[src/rtl/upsmp_pkg.sv]
package upsmp_pkg;

  localparam int unsigned NUM_CH = 3;

  typedef enum logic {
    SLOT_MID  = 1'b0,
    SLOT_ORIG = 1'b1
  } slot_e;

  // Resolve the active-low enable from the source picked by the override.
  function automatic logic interp_on(input logic ovr, input logic sw_n, input logic pin_n);
    return ovr ? ~sw_n : ~pin_n;
  endfunction

endpackage

[src/rtl/upsmp_ctrl.sv]
module upsmp_ctrl
  import upsmp_pkg::*;
(
  input  logic  clk,
  input  logic  rst_n,
  input  logic  pin_interp_n,
  input  logic  sw_interp_n,
  input  logic  sw_override,
  output slot_e slot_q,
  output logic  take,
  output logic  mode_q
);

  slot_e slot_d;
  logic  mode_d;

  // The edge that leaves the middle slot is the capture edge.
  assign take = (slot_q == SLOT_MID);

  always_comb begin
    slot_d = take ? SLOT_ORIG : SLOT_MID;
    mode_d = mode_q;
    if (take) begin
      mode_d = interp_on(sw_override, sw_interp_n, pin_interp_n);
    end
  end

  always_ff @(posedge clk or negedge rst_n) begin
    if (!rst_n) begin
      slot_q <= SLOT_MID;
      mode_q <= 1'b0;
    end else begin
      slot_q <= slot_d;
      mode_q <= mode_d;
    end
  end

endmodule

[src/rtl/upsmp_avg.sv]
module upsmp_avg #(
  parameter int unsigned CH_W = 9
) (
  input  logic [CH_W-1:0] a,
  input  logic [CH_W-1:0] b,
  output logic [CH_W-1:0] y
);

  localparam int unsigned SUM_W = CH_W + 1;

  logic [SUM_W-1:0] sum;

  // One extra bit holds the carry; the added one rounds halves upward.
  assign sum = SUM_W'(a) + SUM_W'(b) + SUM_W'(1);
  assign y   = sum[SUM_W-1:1];

endmodule

[src/rtl/upsmp_rgb.sv]
module upsmp_rgb
  import upsmp_pkg::*;
#(
  parameter int unsigned CH_W = 9
) (
  input  logic            clk,
  input  logic            rst_n,
  input  logic [CH_W-1:0] in_r,
  input  logic [CH_W-1:0] in_g,
  input  logic [CH_W-1:0] in_b,
  input  logic            pin_interp_n,
  input  logic            sw_interp_n,
  input  logic            sw_override,
  output logic [CH_W-1:0] out_r,
  output logic [CH_W-1:0] out_g,
  output logic [CH_W-1:0] out_b,
  output logic            out_orig
);

  localparam int unsigned PIX_W = NUM_CH * CH_W;

  slot_e                          slot_q;
  logic                           take;
  logic                           mode_q;
  logic [NUM_CH-1:0][CH_W-1:0]    pix_in_a;
  logic [NUM_CH-1:0][CH_W-1:0]    cur_q, cur_d;
  logic [NUM_CH-1:0][CH_W-1:0]    out_q, out_d;
  logic [NUM_CH-1:0][CH_W-1:0]    mid_a;
  logic [PIX_W-1:0]               pix_in_flat;
  logic [PIX_W-1:0]               pix_out_flat;

  assign pix_in_a = {in_r, in_g, in_b};

  upsmp_ctrl i_ctrl (
    .clk          (clk),
    .rst_n        (rst_n),
    .pin_interp_n (pin_interp_n),
    .sw_interp_n  (sw_interp_n),
    .sw_override  (sw_override),
    .slot_q       (slot_q),
    .take         (take),
    .mode_q       (mode_q)
  );

  // Middle pixel: the original on the output now, blended with the newest capture.
  for (genvar c = 0; c < NUM_CH; c++) begin : g_ch
    upsmp_avg #(.CH_W(CH_W)) i_avg (
      .a (out_q[c]),
      .b (cur_q[c]),
      .y (mid_a[c])
    );
  end

  always_comb begin
    cur_d = cur_q;
    out_d = out_q;
    if (take) begin
      cur_d = pix_in_a;
      out_d = cur_q;
    end else if (mode_q) begin
      out_d = mid_a;
    end
  end

  always_ff @(posedge clk or negedge rst_n) begin
    if (!rst_n) begin
      cur_q <= '0;
      out_q <= '0;
    end else begin
      cur_q <= cur_d;
      out_q <= out_d;
    end
  end

  assign {out_r, out_g, out_b} = out_q;
  assign out_orig              = (slot_q == SLOT_ORIG);
  assign pix_in_flat           = pix_in_a;
  assign pix_out_flat          = out_q;

endmodule

[config.mk]
export PLATFORM = sky130hd
export DESIGN_NAME = upsmp_rgb
export DESIGN_NICKNAME = d
export VERILOG_FILES = /design/src/rtl/upsmp_pkg.sv /design/src/rtl/upsmp_ctrl.sv /design/src/rtl/upsmp_avg.sv /design/src/rtl/upsmp_rgb.sv
export SDC_FILE = /design/constraint.sdc
export NUM_CORES = 1
export LEC_CHECK = 0
export BUFFER_PORTS_ARGS = -buffer_cell sky130_fd_sc_hd__buf_4
export CAP_MARGIN = 40
export CORE_ASPECT_RATIO = 0.9
export CORE_UTILIZATION = 30
export CTS_CLUSTER_DIAMETER = 150
export DETAILED_ROUTE_END_ITERATION = 10
export REMOVE_ABC_BUFFERS = 1
export SYNTH_ARGS = -nofsm -noshare
export SYNTH_HDL_FRONTEND = slang
export SYNTH_HIERARCHICAL = 1
export SYNTH_SLANG_ARGS = --single-unit
[constraint.sdc]
create_clock -name clk -period 2.7 [get_ports clk]
set_input_delay 0.27 -clock clk [delete_from_list [all_inputs] [get_ports clk]]
set_output_delay 0.27 -clock clk [all_outputs]
set_load 0.1 [all_outputs]
### Word level (Yosys, flattened, before mapping)

Cells that the tools add are included.

| operators by class | value |
|---|---|
| add/sub/neg operators | 6 |
| equality and inequality tests | 1 |
| muxes and demuxes | 4 |
| bitwise logic cells | 2 |

Operators by type and width:

| operator | number |
|---|---|
| 27-bit two-way mux | 2 |
| 10-bit by 1-bit adder with 10-bit output (second input constant) | 3 |
| 9-bit by 9-bit adder with 10-bit output | 3 |
| 1-bit two-way mux | 2 |
| 2-bit inequality test (second input constant) | 1 |
| 1-bit NOT | 2 |

| word-level totals | value |
|---|---|
| register bits after elaboration | 56 |
| input port bits | 32 |
| output and inout port bits | 28 |

### Depth between registers and ports, before layout

Gate-level depths: netlist of run 1.

| depth | value |
|---|---|
| depth in word-level cells | 4 |
| depth in mapped cells | 8 |
| gate-level depth less buffers | 8 |

### Modules after synthesis

Netlist of run 1, hierarchy kept.

By module, submodules not included:

| module | instances | cells each | area each (µm²) | sequential area each (µm²) |
|---|---|---|---|---|
| upsmp_rgb | 1 | 174 | 2,384.8 | 1,351.3 |
| upsmp_avg | 3 | 63 | 440.4 | 0.0 |
| upsmp_ctrl | 1 | 6 | 81.3 | 50.0 |

### Worst setup path before layout of run 1

No wires, ideal clock.

| path | value |
|---|---|
| path type | register to register |
| from | register out_q, in the netlist out_g[1] |
| to | register out_q, in the netlist out_g[5] |
| library setup time | 0.124 ns |
| arrival time | 2.492 ns |
| slack | 0.084 ns |
| cell stages (with the launch flop) | 9 |
| buffers on the path | 0 |
| period minus slack after synthesis | 2.616 ns |
| cell sequence | dfrtp_1 -> inv_1 -> fa_1 -> nand2b_1 -> a211oi_1 -> mux2i_1 -> nand2_1 -> mux2i_1 -> o21ai_1 |

RTL lines:

| what | RTL line | text |
|---|---|---|
| from (decl) | upsmp_rgb.sv:27 | `logic [NUM_CH-1:0][CH_W-1:0] out_q, out_d;` |
| from (signal assigned) | upsmp_rgb.sv:71 | `out_q <= out_d;` |

==> results_dict.tcl, run 1 <==
set metrics [dict create \
    fmax_mhz 455.7 \
    die_area_mm2 0.01308 \
    drtPass1Iterations 4 \
    p_per_area_mw_per_mm2 524.1 \
    synth-simple-area-share 0.1249 \
    die_w_um 120.4 \
    yosys_most_used_dff "dfrtp_1" \
    synth_edf_count 0 \
    slowest_stage "fa_1" \
    ir_worst_vdd_mv 0.2260 \
    hold_path.class "in -> async" \
    drive_gt1_frac 0.2500 \
    rsz0062_at_grt "no" \
    die_height_um 108.6 \
    cts_hold_buf 0 \
    hold_ws_ns 0.02138 \
    avgSynthCellArea_um2 10.26 \
    fin_worst_skew_ns 0.002808 \
    grt_max_degree 57 \
    postRouteAntennaNets 0 \
    wl_um 7613 \
    overflow 0 \
    ys_ff_latch 56 \
    cp.arrival_ns 2.38 \
    synth_top_family_by_area "multiplexers" \
    placed_area_mm2 0.004310 \
    cts_tree "done" \
    cts_buffers 5 \
    cap_violations 0 \
    fin_crit_ns 2.194 \
    final_cell_area_mm2 0.004474 \
    fin_crit_sh 0.8128 \
    post_cts_buffers 0 \
    status "complete, no violations" \
    h-tree-depth 2 \
    clk_path_buf_depth 2 \
    clock-root-buffer "clkbuf_16" \
    ys_types 33 \
    path_cells "inv_1 > fa_1 > nand2b_1 > a211oi_1 > nor3_1 > a211o_1 > mux2i_1 > o21ai_1" \
    routedWlPerCell_um 13.04 \
    syn2layout_area_growth_pct 18.14 \
    critPathMaxFanout 4 \
    place_ws_ns 0.5073 \
    grt_pass1_wl_um 13090 \
    start_util 0.3112 \
    antenna_found_initial 0 \
    worstSetupStartpointType "flop" \
    grt_usage 0.1274 \
    globalplace.congestion 0.8061 \
    leakage_nw 2.058 \
    rows 38 \
    worst_ep_required_time_ns 2.89 \
    cts_resized 0 \
    hold_violations 0 \
    slew-limit-headroom 0.5130 \
    setup_tns_ns 0 \
    drtIter0Drc 112 \
    yosysWarnings 6 \
    syn_area_mm2 0.003787 \
    async_flop_share 1.000 \
    route.detailed.drc 0 \
    dpl.hpwl_um 5400 \
    grt_pass1_vias 2767 \
    synthAdderAreaFrac 0.09514 \
    finalNetCount 482 \
    slew_violations 0 \
    port_buffers 59 \
    synth_compound_area_frac 0.1331 \
    numClockSinks 56 \
    crit_path_max_incr_delay_ns 0.46 \
    max_slew.worst_pin.slew_ns 0.7305 \
    clk_latency_ns 0.30 \
    fin_ws_ns 0.5055 \
    worstSetupEndpointType "flop" \
    synth_mux_area_frac 0.1972 \
    setup_viol 0 \
    clk_pin_slew_ns 0.07 \
    pin_count 60 \
    synth_xor_area_frac 0.01388 \
    synth_cells 369 \
    core-area_mm2 0.01217 \
    vias 2781 \
    yosysSeqAreaShare 0.3700 \
    path_class "reg -> reg" \
    viasPerCell 4.762 \
    diodes 0 \
]
==> sequential cells by signal, indices dropped and copies added, names as in the netlist <==
register       flops
i_ctrl/slot_q      1
out_b              9
cur_q             27
out_r              9
i_ctrl/mode_q      1
out_g              9
==> logic make-up (layout without fill, tap and decap cells) <==
| group | count (synthesis) | in the layout |
|---|---|---|
| and+or+nand+nor | 106 | 106 |
| AOI/OAI and AO/OA | 73 | 73 |
| muxes | 61 | 61 |
| DFF | 56 | 56 |
| buffers and inverters | 40 | 95 |
| adders and majority gates | 27 | 27 |
| xor gates and xnor gates | 6 | 6 |
==> cells in the final DEF, fill, tap and decap left out, types with 19 or more instances in the layout <==
| master | n |
|---|---|
| ha_1 | 24 |
| nand2_1 | 37 |
| mux2i_1 | 33 |
| o21ai_1 | 19 |
| buf_4 | 61 |
| mux2_4 | 27 |
| inv_1 | 24 |
| nor2_1 | 30 |
| dfrtp_1 | 56 |
==> synthesized netlist by cell type, types with 8 or more instances <==
| cell | n | share of area |
|---|---|---|
| inv_1 | 25 | 0.025 |
| o21ai_1 | 19 | 0.025 |
| o21ai_0 | 10 | 0.013 |
| ha_1 | 24 | 0.079 |
| nor3_1 | 12 | 0.016 |
| mux2i_1 | 33 | 0.087 |
| dfrtp_1 | 56 | 0.37 |
| a21oi_1 | 12 | 0.016 |
| nand2_1 | 37 | 0.037 |
| buf_6 | 8 | 0.024 |
| mux2_4 | 27 | 0.11 |
| nor2_1 | 30 | 0.030 |
==> through the flow <==
| stage | utilization | cells | power, mW |
|---|---|---|---|
| floorplan | - | 354 | 1.449 |
| global placement | 0.3541 | 576 | 1.600 |
| detailed placement | 0.3541 | 576 | 1.614 |
| CTS | 0.3676 | 584 | 2.386 |
| global route | 0.3676 | 584 | 2.484 |
| finish | 0.3676 | 584 | 2.345 |
==> metal layers <==
metal	wire (um)	vias up	global-route usage
li1	-	1406	-
met1	3631	1328	0.1578
met2	3566	39	0.2106
met3	287	8	0.03165
met4	129	0	0.05556
met5	0	-	0
==> area by class of cell <==
type | count | area [um2]
sequential | 56 | 1401
clock inverter | 2 | 35.03
tap | 160 | 200.2
timing repair buffer | 62 | 478.0
clock buffer | 6 | 128.9
fill | 1227 | 7697
inverter | 25 | 93.84
multi-input combinational | 273 | 2137
==> critical path: cells and delay by family (launching register included) <==
| kind | cells | cell delay (ns) |
|---|---|---|
| compound gates | 3 | 0.67 |
| fa+ha+maj | 1 | 0.46 |
| flops | 1 | 0.41 |
| simple gates | 2 | 0.30 |
| mux | 1 | 0.14 |
| buf+inv | 1 | 0.09 |
==> power breakdown <==
group	total (mW)	internal, mW	switching (mW)	leakage, nW
registers	0.925	0.886	0.0395	0.650
logic	0.671	0.261	0.410	1.33
clock network	0.748	0.437	0.311	0.0808
==> path summary, 6_finish.rpt <==
kind	from	endpoint	slack (ns)	depth (start not counted)
worst max-delay path	out_g[1]$_DFFE_PN0P_	out_g[7]$_DFFE_PN0P_	0.51	8
worst min-delay path	rst_n	cur_q[22]$_DFFE_PN0P_	0.02	1
worst max register to register	out_g[1]$_DFFE_PN0P_	out_g[7]$_DFFE_PN0P_	0.51	8
worst min register to register	i_ctrl/slot_q$_DFF_PN0_	i_ctrl/mode_q$_DFFE_PN0N_	0.52	1
max in group asynchronous	rst_n	cur_q[14]$_DFFE_PN0P_	2.19	1
min in group clk	in_g[4]	cur_q[13]$_DFFE_PN0P_	0.19	2
Note: power is estimated with default switching activity, not from simulation.
==> run 2, diff against run 1 <==
- clock period: 2.7 -> 1.8 ns (I/O delays scaled with it)
==> run 2 against run 1 <==
The flow now finishes with violations (negative setup slack). Worst hold slack better by 0.073 ns. Sequential power up 49%. Sequential cell count unchanged. Clock-buffer cell count down 1. Critical path type unchanged. Largest cell class unchanged. Largest power group unchanged.
==> results_dict.tcl, run 2 (same netlist as run 1, synthesis figures left out) <==
set metrics [dict create \
    slew_violations 0 \
    setup_viol 8 \
    cp.arrival_ns 2.04 \
    postRouteAntennaNets 0 \
    startpoint "cur_q[19]$_DFFE_PN0P_" \
    syn2layout_area_growth_pct 43.57 \
    internal_power_mw 2.733 \
    route.detailed.drc 0 \
    fin_crit_ns 1.857 \
    status "finished with violations" \
    fin_crit_sh 1.032 \
    finalNetCount 559 \
    layout_common_cells "buf_4, dfrtp_1, nand2_1, mux2i_1, mux2_4" \
    grt_usage 0.1434 \
    grt_pass1_vias 3171 \
    antenna_found_initial 0 \
    vias 3146 \
    wl_um 9032 \
    die_w_um 120.4 \
    path_common_cell "mux2i_1" \
    crit_family "compound AO/OA/AOI/OAI gates" \
    hold_violations 0 \
    p_switching_mw 1.288 \
    dpl.hpwl_um 6168 \
    fin_worst_skew_ns 0.009660 \
    cts_buffers 5 \
    stdcell_count 661 \
    path_depth 8 \
    rows 38 \
    hold_ws_ns 0.09442 \
    violations "negative setup slack" \
    dp.cells 644 \
    place_ws_ns -0.2483 \
    overflow 0 \
    pin_count 60 \
    viasPerCell 4.759 \
    critPathMaxFanout 3 \
    crit_path_max_incr_delay_ns 0.40 \
    drive_gt1_frac 0.4551 \
    max_slew.worst_pin.slew_ns 0.7396 \
    fin_ws_ns -0.05699 \
    core-area_mm2 0.01217 \
    regMostFlops "cur_q" \
    p_clk_frac 0.324 \
    leakage_nw 2.477 \
    die_height_um 108.6 \
    largest_reg_flops 27 \
    final_cell_area_mm2 0.005438 \
    drtIter0Drc 137 \
    start_util 0.3112 \
    worst_ep_required_time_ns 1.98 \
    power_frac_comb 0.332 \
    slew-limit-headroom 0.5069 \
    worstSetupStartpointType "flop" \
    cap_violations 0 \
    path_class "reg -> reg" \
    switching_share 0.3203 \
    hold_path_startpoint "in_g[0]" \
    grt_pass1_wl_um 14770 \
    routedWlPerCell_um 13.66 \
    fmax_mhz 538.5 \
    ir_worst_vdd_mv 0.3664 \
    hold_path.class "in -> reg" \
    rsz0062_at_grt "yes" \
    numClockSinks 56 \
    clk_path_buf_depth 2 \
    fin_util 0.4468 \
    path_cells "buf_4 > ha_4 > o211ai_1 > a21boi_2 > mux2i_1 > o2111ai_1 > mux2i_1 > o21ai_1" \
    drtPass1Iterations 4 \
    min_path_cells 2 \
    port_buffers 59 \
    h-tree-depth 2 \
    globalplace.congestion 0.8153 \
    slowest_stage "dfrtp_1" \
    placed_area_mm2 0.004846 \
    pwr-share-seq 0.344 \
    cts_tree "done" \
    layout_commonest_cell "buf_4" \
    diodes 0 \
    p_per_area_mw_per_mm2 739.5 \
    worstSetupEndpointType "flop" \
    clk_latency_ns 0.30 \
    clk_pin_slew_ns 0.08 \
    clock-root-buffer "clkbuf_16" \
    rr_startpoint "cur_q[19]$_DFFE_PN0P_" \
    grt_max_degree 57 \
    die_area_mm2 0.01308 \
    ff2ff_path_depth 8 \
    worst-path-buf-inv 1 \
]
[run 2: cell count changes in the layout (fill, tap and decap cells not counted), moves of 5 or more]
cell,previous run,this run
ha_4,0,12
inv_2,1,6
a21oi_1,12,7
a211oi_1,6,0
o21ai_0,10,3
a211oi_4,0,5
o21ai_1,19,26
ha_1,24,12
inv_1,24,19
buf_4,61,132
[run 2: power groups by stage]
stage	combinational (mW)	sequential, mW	clock, mW
2_1_floorplan	0.529	1.64	0
3_3_place_gp	1.16	1.39	0
3_5_place_dp	1.19	1.40	0
4_1_cts	1.28	1.38	1.36
5_1_grt	1.45	1.39	1.40
6_report	1.33	1.38	1.30
[run 2: metal layers]
metal | vias up | GRT usage | routed length (um)
met4 | 0 | 0.05203 | 127
li1 | 1560 | - | -
met2 | 61 | 0.2525 | 4507
met3 | 10 | 0.02901 | 307
met1 | 1515 | 0.1732 | 4090
met5 | - | 0 | 0
[run 2: path summary, 6_finish.rpt]
check                                             to  slack, ns
max in group asynchronous      cur_q[25]$_DFFE_PN0P_       0.83
min                             cur_q[9]$_DFFE_PN0P_       0.09
min in group asynchronous      cur_q[11]$_DFFE_PN0P_       0.49
max                             out_r[4]$_DFFE_PN0P_      -0.06
min reg2reg                i_ctrl/mode_q$_DFFE_PN0N_       0.53
max reg2reg                     out_r[4]$_DFFE_PN0P_      -0.06
[run 2: what timing repair did]
action                                 4_1_cts  5_1_grt
pin swaps                                   23       14
hold buffers                                 1        0
setup endpoints to repair                   19       18
buffers inserted                             6        2
resized for setup                           43       24
endpoints found under the hold margin       56        0
[run 2: area by class of cell]
cell class	instances	area (um2)
clock buffer	5	125.1
multi-input combinational	273	2454
fill	1183	6734
timing repair buffer	139	1095
inverter	25	93.84
tap	160	200.2
sequential	56	1401
clock inverter	3	68.82
[run 2: worst register-to-register path, delay by kind of cell (launching register included)]
family	cells	cell delay (ns)
adder cells (fa/ha/maj)	1	0.25
buffers and inverters	1	0.15
multiplexers	2	0.35
AO/OA/AOI/OAI	4	0.60
flip-flops	1	0.40
[run 2: metrics by stage]
stage	power, mW	TNS, ns
global placement	2.549	-1.505
CTS	4.022	-0.4017
detailed placement	2.583	-2.292
global route	4.239	-1.728
finish	4.021	-0.2810
floorplan	2.173	-62.23
==> run 3, diff against run 2 <==
- GPL_TIMING_DRIVEN: default -> 0
==> run 3 against run 2 <==
Critical endpoint is now out_r[5]$_DFFE_PN0P_. Combinational power shrank 8%. The run still ends with negative setup slack left. Total power is 8.6% lower. Sequential cell count is the same. Highest routed layer unchanged.
==> results_dict.tcl, run 3 (same netlist as run 1, synthesis figures left out) <==
set metrics [dict create \
    core-area_mm2 0.01217 \
    ir_worst_vdd_mv 0.3535 \
    viasPerCell 4.812 \
    power_frac_comb 0.333 \
    min_path_cells 2 \
    hold_path.class "in -> reg" \
    route.detailed.drc 0 \
    switching_share 0.3324 \
    overflow 0 \
    antenna_found_initial 0 \
    slowest_stage "fa_2" \
    slew_violations 0 \
    die_area_mm2 0.01308 \
    drtIter0Drc 146 \
    diodes 0 \
    leakage_nw 2.226 \
    worst_ep_required_time_ns 1.97 \
    postRouteAntennaNets 0 \
    fin_crit_ns 1.881 \
    rows 38 \
    crit_path_max_incr_delay_ns 0.39 \
    violations "negative setup slack" \
    routedWlPerCell_um 13.90 \
    fin_worst_skew_ns 0.005705 \
    p_clk_frac 0.284 \
    rsz0062_at_grt "yes" \
    status "finished with violations" \
    regMostFlops "cur_q" \
    numClockSinks 56 \
    clk_pin_slew_ns 0.07 \
    cp.arrival_ns 2.05 \
    cap_violations 0 \
    path_class "reg -> reg" \
    grt_max_degree 61 \
    port_buffers 59 \
    pin_count 60 \
    fin_ws_ns -0.08122 \
    die_w_um 120.4 \
    max_slew.worst_pin.slew_ns 0.7451 \
    grt_pass1_vias 2950 \
    h-tree-depth 2 \
    fmax_mhz 531.6 \
    start_util 0.3112 \
    finalNetCount 511 \
    setup_viol 12 \
    p_switching_mw 1.221 \
    final_cell_area_mm2 0.005082 \
    worstSetupStartpointType "flop" \
    dpl.hpwl_um 5757 \
    internal_power_mw 2.453 \
    drtPass1Iterations 4 \
    slew-limit-headroom 0.5033 \
    clock-root-buffer "clkbuf_16" \
    pwr-share-seq 0.383 \
    path_cells "inv_2 > fa_2 > nand2b_4 > a211oi_4 > mux2i_1 > nand2_1 > mux2i_1 > o21ai_1" \
    layout_common_cells "buf_4, dfrtp_1, nand2_1, mux2i_1, mux2_4" \
    critPathMaxFanout 3 \
    layout_commonest_cell "buf_4" \
    die_height_um 108.6 \
    fin_crit_sh 1.045 \
    wl_um 8521 \
    syn2layout_area_growth_pct 34.19 \
    power_mw 3.675 \
    drive_gt1_frac 0.4172 \
    grt_usage 0.1327 \
    globalplace.congestion 0.7677 \
    path_common_cell "mux2i_1" \
    clk_path_buf_depth 2 \
    clk_latency_ns 0.29 \
    grt_pass1_wl_um 13920 \
    ff2ff_path_depth 8 \
    hold_violations 0 \
    worstSetupEndpointType "flop" \
    vias 2950 \
    placed_area_mm2 0.004334 \
    cts_tree "done" \
    p_per_area_mw_per_mm2 723.0 \
    cts_buffers 5 \
    largest_reg_flops 27 \
]
## run 3: changes by cell type in the layout (fill, tap and decap cells not counted), moves of 3 or more
cell    previous run  this run
buf_12             3         0
nor2_2             4         7
buf_4            132        83
inv_1             19        16
nor2_1            26        23
## run 3: worst max-delay path: cells and delay by family, from the launching register on
kind | cells | cell delay, ns
buffers and inverters | 1 | 0.05
and+or+nand+nor | 2 | 0.25
AOI/OAI and AO/OA | 2 | 0.35
adders and majority gates | 1 | 0.39
muxes | 2 | 0.34
DFF | 1 | 0.37
## run 3: worst paths after layout
check	endpoint	slack [ns]	from
setup / recovery	out_r[5]$_DFFE_PN0P_	-0.08	cur_q[19]$_DFFE_PN0P_
hold / removal	cur_q[20]$_DFFE_PN0P_	0.11	in_r[2]
setup reg to reg	out_r[5]$_DFFE_PN0P_	-0.08	cur_q[19]$_DFFE_PN0P_
hold reg to reg	out_r[3]$_DFFE_PN0P_	0.53	cur_q[21]$_DFFE_PN0P_
max in group asynchronous	i_ctrl/mode_q$_DFFE_PN0N_	0.77	rst_n
min in group asynchronous	out_r[5]$_DFFE_PN0P_	0.50	rst_n
## run 3: layout make-up
| class | count | area, um2 |
|---|---|---|
| Sequential cell | 56 | 1403 |
| Tap cell | 160 | 200.2 |
| Clock buffer | 8 | 156.4 |
| Fill cell | 1201 | 7089 |
| Multi-Input combinational cell | 273 | 2482 |
| Timing Repair Buffer | 91 | 744.5 |
| Inverter | 25 | 96.34 |
## run 3: routing by layer
layer / vias to the layer above / track usage / share of wire
met5: - / 0 / 0
met4: 0 / 0.03175 / 0.0052
met3: 5 / 0.02795 / 0.034
li1: 1465 / - / -
met1: 1432 / 0.1649 / 0.45
met2: 48 / 0.2348 / 0.51
## run 3: power groups by stage
stage          logic, mW  clock network (mW)  registers [mW]
4_1_cts             1.15                1.10            1.41
3_3_place_gp       0.958                   0            1.44
3_5_place_dp        1.01                   0            1.43
5_1_grt             1.33                1.14            1.42
2_1_floorplan      0.529                   0            1.64
6_report            1.22                1.04            1.41
## run 3: timing repair
action / 4_1_cts / 5_1_grt
gates resized for setup: 48 / 33
hold endpoints to repair: 56 / 0
pin swaps: 19 / 20
setup buffers: 19 / 10
endpoints found under the setup margin: 18 / 18
hold buffers: 1 / 0
## run 3: per-stage QoR
stage / setup TNS, ns / util / hold WS [ns] / setup slack (ns) / cells
floorplan: -62.23 / - / -0.1156 / -1.270 / 354
global placement: -73.09 / 0.3513 / 0.2902 / -1.440 / 573
global route: -2.014 / 0.4176 / 0.1024 / -0.2107 / 613
finish: -0.5310 / 0.4176 / 0.1126 / -0.08122 / 613
CTS: -0.6546 / 0.4019 / 0.1020 / -0.1108 / 603
detailed placement: -3.876 / 0.3561 / 0.2950 / -0.4018 / 575
